$ cat src/rtl/pq_pkg.sv
package pq_pkg;

    typedef enum logic [1:0] {
        QS_IDLE  = 2'b00,
        QS_FIRST = 2'b01,
        QS_FLUSH = 2'b10,
        QS_NEXT  = 2'b11
    } qs_e;

    typedef struct packed {
        logic clear;
        logic pop;
        logic push;
        logic is_first;
    } q_op_t;

endpackage

$ cat src/rtl/pq_status_stage.sv
module pq_status_stage
    import pq_pkg::*;
(
    input  logic       clk,
    input  logic       rst_n,
    input  logic [1:0] qs_in,
    output qs_e        qs_out
);
    typedef struct packed {
        qs_e code;
    } st_t;

    st_t st_d, st_q;

    always_comb begin
        st_d      = st_q;
        st_d.code = qs_e'(qs_in);
    end

    always_ff @(posedge clk) begin
        if (!rst_n) st_q <= '{code: QS_IDLE};
        else        st_q <= st_d;
    end

    assign qs_out = st_q.code;
endmodule

$ cat src/rtl/pq_op_decode.sv
module pq_op_decode
    import pq_pkg::*;
#(
    parameter int DEPTH = 4,
    localparam int CW   = $clog2(DEPTH + 1)
)(
    input  qs_e            qs,
    input  logic           fetch_done,
    input  logic [CW-1:0]  count,
    output q_op_t          op,
    output logic           underflow,
    output logic           overflow
);
    logic take, flush, is_empty, is_full;

    always_comb begin
        take     = (qs == QS_FIRST) || (qs == QS_NEXT);
        flush    = (qs == QS_FLUSH);
        is_empty = (count == '0);
        is_full  = (count == CW'(DEPTH));

        op.clear    = flush;
        op.pop      = take && !is_empty;
        op.is_first = (qs == QS_FIRST);
        op.push     = fetch_done && !flush && (!is_full || op.pop);

        underflow = take && is_empty;
        overflow  = fetch_done && !flush && is_full && !op.pop;
    end
endmodule

$ cat src/rtl/pq_byte_store.sv
module pq_byte_store
    import pq_pkg::*;
#(
    parameter int DEPTH  = 4,
    parameter int DATA_W = 8,
    localparam int AW    = (DEPTH > 1) ? $clog2(DEPTH) : 1,
    localparam int CW    = $clog2(DEPTH + 1)
)(
    input  logic              clk,
    input  logic              rst_n,
    input  q_op_t             op,
    input  logic [DATA_W-1:0] wr_data,
    output logic [DATA_W-1:0] rd_data,
    output logic [CW-1:0]     count
);
    typedef struct packed {
        logic [AW-1:0] head;
        logic [CW-1:0] count;
    } ptr_t;

    ptr_t              ptr_d, ptr_q;
    logic [DATA_W-1:0] mem_d [DEPTH];
    logic [DATA_W-1:0] mem_q [DEPTH];
    logic [AW-1:0]     tail;

    function automatic logic [AW-1:0] wrap_add(input logic [AW-1:0] a, input int b);
        int s;
        s = int'(a) + b;
        if (s >= DEPTH) s = s - DEPTH;
        return AW'(s);
    endfunction

    always_comb begin
        ptr_d = ptr_q;
        for (int i = 0; i < DEPTH; i++) mem_d[i] = mem_q[i];
        tail = wrap_add(ptr_q.head, int'(ptr_q.count));

        if (op.clear) begin
            ptr_d.head  = '0;
            ptr_d.count = '0;
        end else begin
            if (op.pop)  ptr_d.head = wrap_add(ptr_q.head, 1);
            if (op.push) mem_d[tail] = wr_data;
            case ({op.push, op.pop})
                2'b10:   ptr_d.count = ptr_q.count + 1'b1;
                2'b01:   ptr_d.count = ptr_q.count - 1'b1;
                default: ptr_d.count = ptr_q.count;
            endcase
        end
    end

    always_ff @(posedge clk) begin
        if (!rst_n) begin
            ptr_q <= '0;
            for (int i = 0; i < DEPTH; i++) mem_q[i] <= '0;
        end else begin
            ptr_q <= ptr_d;
            for (int i = 0; i < DEPTH; i++) mem_q[i] <= mem_d[i];
        end
    end

    assign rd_data = mem_q[ptr_q.head];
    assign count   = ptr_q.count;


    count_bound_chk: assert property (@(posedge clk) disable iff (!rst_n)
        ptr_q.count <= CW'(DEPTH));


    clear_empty_chk: assert property (@(posedge clk) disable iff (!rst_n)
        op.clear |=> (ptr_q.count == '0));


    push_pop_hold_chk: assert property (@(posedge clk) disable iff (!rst_n)
        (op.push && op.pop && !op.clear) |=> (ptr_q.count == $past(ptr_q.count)));
endmodule

$ cat src/rtl/pq_take_stage.sv
module pq_take_stage #(
    parameter int DATA_W = 8
)(
    input  logic              clk,
    input  logic              rst_n,
    input  logic              pop,
    input  logic              is_first,
    input  logic [DATA_W-1:0] head_byte,
    input  logic              underflow,
    input  logic              overflow,
    output logic              take_valid,
    output logic              take_first,
    output logic [DATA_W-1:0] take_byte,
    output logic              err_underflow,
    output logic              err_overflow
);
    typedef struct packed {
        logic              valid;
        logic              first;
        logic [DATA_W-1:0] data;
        logic              uf;
        logic              of;
    } out_t;

    out_t out_d, out_q;

    always_comb begin
        out_d       = out_q;
        out_d.valid = pop;
        out_d.first = pop && is_first;
        if (pop) out_d.data = head_byte;
        out_d.uf    = underflow;
        out_d.of    = overflow;
    end

    always_ff @(posedge clk) begin
        if (!rst_n) out_q <= '0;
        else        out_q <= out_d;
    end

    assign take_valid    = out_q.valid;
    assign take_first    = out_q.first;
    assign take_byte     = out_q.data;
    assign err_underflow = out_q.uf;
    assign err_overflow  = out_q.of;
endmodule

$ cat src/rtl/pq_shadow_tracker.sv
module pq_shadow_tracker
    import pq_pkg::*;
#(
    parameter int DEPTH  = 4,
    parameter int DATA_W = 8,
    localparam int CW    = $clog2(DEPTH + 1)
)(
    input  logic              clk,
    input  logic              rst_n,
    input  logic              fetch_done,
    input  logic [DATA_W-1:0] fetch_byte,
    input  logic [1:0]        q_status,
    output logic              take_valid,
    output logic [DATA_W-1:0] take_byte,
    output logic              take_first,
    output logic [CW-1:0]     fill_count,
    output logic              q_empty,
    output logic              q_full,
    output logic              err_underflow,
    output logic              err_overflow
);
    qs_e               qs_q;
    q_op_t             op;
    logic              uf, of;
    logic [CW-1:0]     cnt;
    logic [DATA_W-1:0] head_byte;

    pq_status_stage u_status (
        .clk    (clk),
        .rst_n  (rst_n),
        .qs_in  (q_status),
        .qs_out (qs_q)
    );

    pq_op_decode #(.DEPTH(DEPTH)) u_decode (
        .qs         (qs_q),
        .fetch_done (fetch_done),
        .count      (cnt),
        .op         (op),
        .underflow  (uf),
        .overflow   (of)
    );

    pq_byte_store #(.DEPTH(DEPTH), .DATA_W(DATA_W)) u_store (
        .clk     (clk),
        .rst_n   (rst_n),
        .op      (op),
        .wr_data (fetch_byte),
        .rd_data (head_byte),
        .count   (cnt)
    );

    pq_take_stage #(.DATA_W(DATA_W)) u_take (
        .clk           (clk),
        .rst_n         (rst_n),
        .pop           (op.pop),
        .is_first      (op.is_first),
        .head_byte     (head_byte),
        .underflow     (uf),
        .overflow      (of),
        .take_valid    (take_valid),
        .take_first    (take_first),
        .take_byte     (take_byte),
        .err_underflow (err_underflow),
        .err_overflow  (err_overflow)
    );

    assign fill_count = cnt;
    assign q_empty    = (cnt == '0);
    assign q_full     = (cnt == CW'(DEPTH));


    take_latency_chk: assert property (@(posedge clk) disable iff (!rst_n)
        take_valid |-> ($past(q_status, 2) == 2'b01 || $past(q_status, 2) == 2'b11));


    first_flag_chk: assert property (@(posedge clk) disable iff (!rst_n)
        (take_valid && take_first) |-> ($past(q_status, 2) == 2'b01));


    underflow_no_take_chk: assert property (@(posedge clk) disable iff (!rst_n)
        err_underflow |-> !take_valid);


    overflow_full_chk: assert property (@(posedge clk) disable iff (!rst_n)
        err_overflow |-> q_full);


    idle_stable_chk: assert property (@(posedge clk) disable iff (!rst_n)
        (qs_q == QS_IDLE && !fetch_done) |=> $stable(fill_count));
endmodule

$ cat config.mk
export PLATFORM = sky130hd
export DESIGN_NAME = pq_shadow_tracker
export DESIGN_NICKNAME = d
export VERILOG_FILES = /design/src/rtl/pq_pkg.sv /design/src/rtl/pq_status_stage.sv /design/src/rtl/pq_op_decode.sv /design/src/rtl/pq_byte_store.sv /design/src/rtl/pq_take_stage.sv /design/src/rtl/pq_shadow_tracker.sv
export SDC_FILE = /design/constraint.sdc
export NUM_CORES = 1
export LEC_CHECK = 0
export ABC_AREA = 1
export BUFFER_PORTS_ARGS = -buffer_cell sky130_fd_sc_hd__buf_4
export CAP_MARGIN = 15
export CORE_ASPECT_RATIO = 1.25
export CORE_UTILIZATION = 45
export CTS_BUF_LIST = sky130_fd_sc_hd__clkbuf_8
export DETAILED_ROUTE_END_ITERATION = 16
export GPL_TIMING_DRIVEN = 0
export HOLD_SLACK_MARGIN = 0.08
export SYNTH_ARGS = -nofsm -noshare
export SYNTH_HDL_FRONTEND = slang
export SYNTH_SLANG_ARGS = --single-unit
$ cat constraint.sdc
create_clock -name clk -period 2.5 [get_ports clk]
set_clock_uncertainty 0.2 [all_clocks]
set_input_delay 0.125 -clock clk [delete_from_list [all_inputs] [get_ports clk]]
set_output_delay 0.125 -clock clk [all_outputs]
set_load 0.03 [all_outputs]
==> metrics.md <==
| Metric | Value |
|---|---|
| Fmax | 526 MHz |
| Layout cells sized above 1 | 0.174 |
| Pwr Density | roughly 640 nW/um2 |
| Unique masters post-synth | 27 |
| Most used cell along the critical path | nand2_1 |
| DRC Markers | 0 |
| CTS clock-pin slew for the worst setup and hold paths | 0.09 ns |
| Area leader, netlist | dfxtp_1 |
| Wire per inst | 14.3 um |
| Hpwl dp | 4410 um |
| Vias per cell | 5.19 |
| Synthesized area | 2350 um2 |
| Setup Fix Bufs, Post-CTS | 0 |
| Slew @ Worst Pin | 0.514 ns |
| Worst-path fanout max | 5 |
| Min-delay worst type | flop to flop |
| Mapped Nets | 335 |
| Core area | 5040 um2 |
| Critical Path AT | between 1.5 and 2 ns |
| TritonCTS Buffers | 5 |
| Max-Cap Viols | 0 |
| Layout area overhead | 21.0% |
| Final hold violation count | 0 |
| Most frequent cells in the layout | 69 x nor2_1, 51 x dfxtp_1, 41 x o21ai_0 |
| Drt first pass iters | 4 |
| M2 GR Usage | 0.419 |
| Total GRT Usage | 0.242 |
| Clock Latency Late Sink | 0.31 ns |
| Seq/Total Area, Yosys | 0.434 |
| # setup viols final | 0 |
| Syn Area/Cell | 7.35 um2 |
| Initial Util | 0.466 |
| IO Port Bufs | 28 |
| Worst R2R Setup Slack | 0.60 ns |
| DIE HEIGHT | 82.8 um |
| Max incr delay on CP | 0.44 ns |
| Slew Limit Fails | 0 |
| Final TNS setup | 0 ns |
| Psw | 0.000580 W |
| Critical path class | flop to flop |
| Die area | 5520 um2 |
| # rows | 29 |
| Final Non-Filler Cells | 430 |
| Gr busiest metal | met2 |
| Antenna Nets Post-Route | 0 |
| Commonest non-fill, non-tap cell in the layout | nor2_1 |
| Unrepaired setup endpoints after global routing | no |
| Top cells by area, synth | dfxtp_1 43%, nor2_1 11%, o21ai_0 8.7% |
| GP Congestion | 0.766 |
| Outcome | finished clean |
| Inst Count DP | 410 |
| Post-CTS Resized | 0 |
| Fill cells | between 500 and 600 |
| Post-synth top area share | 0.434 |
| Worst vdd ir | 0.350 mV |
| Crit share post-route | 0.761 |
| Rel. slew slack | 0.657 |
| Global-route wire length before repair | 10100 um |
| Seq cells post-synth | 51 |
| DRT iter0 DRCs | between 70 and 80 |
| Initial antenna violation count | 0 |
| Leakage | roughly 1.2 nW |
| Max Buffers Root-to-Sink | 2 |
| # diodes | 0 |
| NumNets Final | 382 |
| Die W | between 60 and 70 um |
| Worst setup EP type | flop |
| CP required | 2.51 ns |
| CTS Hold Bufs | 12 |
| Synth warn | 0 |
| Int Power | 0.00123 W |
| Final min period | 1.90 ns |
| DR vias | 2233 |
| Largest net degree at the start of global routing | 16 |
| GR met3 Demand/Resource | 0.0440 |
| Clock power frac | 0.261 |
| CTS tree | built |
| Post-synthesis instance total | 320 |
| CTS Sinks | 51 |
| Sequential share of power | 0.500 |
| Root Buffer | clkbuf_8 |
| GRT met1 Usage | 0.294 |
| CP startpoint kind | flop |
| Io pins | 30 |
| Final global-route overflow total | 0 |
| Vias in the first global route | 2089 |
| Crit-path slowest cell | dfxtp_1 |
| Switching Share | 0.320 |
| WL final | 6170 um |
| CP Cell Sequence | nor2_2 -> nand2_1 -> nand3_1 -> fa_1 -> inv_1 -> nand2_1 -> a21oi_1 -> nor2_1 |
| Comb power frac | 0.239 |
| H-Tree Depth | 2 |
[cell usage after synthesis, drive strengths merged]
cell type / n
a21boi: 1
fa: 1
dfxtp: 51
nor3: 18
inv: 25
clkbuf: 7
a31oi: 8
nand3: 23
a21oi: 21
ha: 1
o21ai: 41
nand3b: 1
nor2: 72
nand2: 36
buf: 14
[path summary, 6_finish.rpt]
kind | endpoint | startpoint | cells after the start
worst max-delay path | u_store.count[2] | u_store.count[0] | 8
worst min-delay path | u_store.mem_q[1][1] | u_store.mem_q[1][1] | 2
worst max register to register | u_store.count[2] | u_store.count[0] | 8
worst min register to register | u_store.mem_q[1][1] | u_store.mem_q[1][1] | 2
[registers in the layout (all words and copies together) (netlist names)]
register and flops:
u_status.qs_out 2, u_store.count 3, u_store.mem_q 32, u_store.ptr_q 2, u_take.err_overflow 1, u_take.err_underflow 1, u_take.take_byte 8, u_take.take_first 1
u_take.take_valid 1
[layout make-up]
class | instances | area (um2) | share of cell area
plain buffers | 21 | 144 | 0.0506
clock buffers | 5 | 68.8 | 0.0242
clock inverters | 3 | 16.3 | 0.00572
inverters | 25 | 96.3 | 0.0339
multi-input cells | 223 | 1090 | 0.383
flip-flops and latches | 51 | 1020 | 0.359
well taps | 62 | 77.6 | 0.0273
repair buffers | 40 | 330 | 0.116
[power groups by stage]
stage          Sequential [W]  Clock (W)  Combinational [W]
3_5_place_dp         0.000924          0           0.000418
5_1_grt              0.000914   0.000510           0.000482
6_report             0.000906   0.000471           0.000433
2_1_floorplan        0.000940          0           0.000275
3_3_place_gp         0.000924          0           0.000415
4_1_cts              0.000906   0.000482           0.000433
[stage by stage]
step                power, W  worst slack (ns)  utilization  hold slack, ns  instance area, um2
floorplan            0.00121             0.831            -          0.0226                2350
global placement     0.00134             0.652        0.523           0.108                2640
detailed placement   0.00134             0.622        0.523           0.112                2640
CTS                  0.00182             0.604        0.564           0.289                2840
global route         0.00191             0.450        0.564           0.308                2840
finish               0.00181             0.599        0.564           0.282                2840
[layer usage]
layer	vias to the layer above	share of wire
met2	56	0.52
met5	-	0
met3	9	0.045
met4	0	0.016
li1	1138	-
met1	1030	0.41
[kinds of logic (layout without fill, tap and decap cells)]
group,after synthesis,after routing,share of synthesized area
compound gates,71,71,0.161
fa+ha+maj,2,2,0.0138
flops,51,51,0.434
buf+inv,46,94,0.102
simple gates,150,150,0.288
[critical path, delay by kind of cell, from the launching register on]
family / cells / cell delay, ns
and+or+nand+nor: 5 / 0.53
DFF: 1 / 0.44
adders and majority gates: 1 / 0.43
AOI/OAI and AO/OA: 1 / 0.14
buffers and inverters: 1 / 0.07
Power figures use the tool's default switching activity.
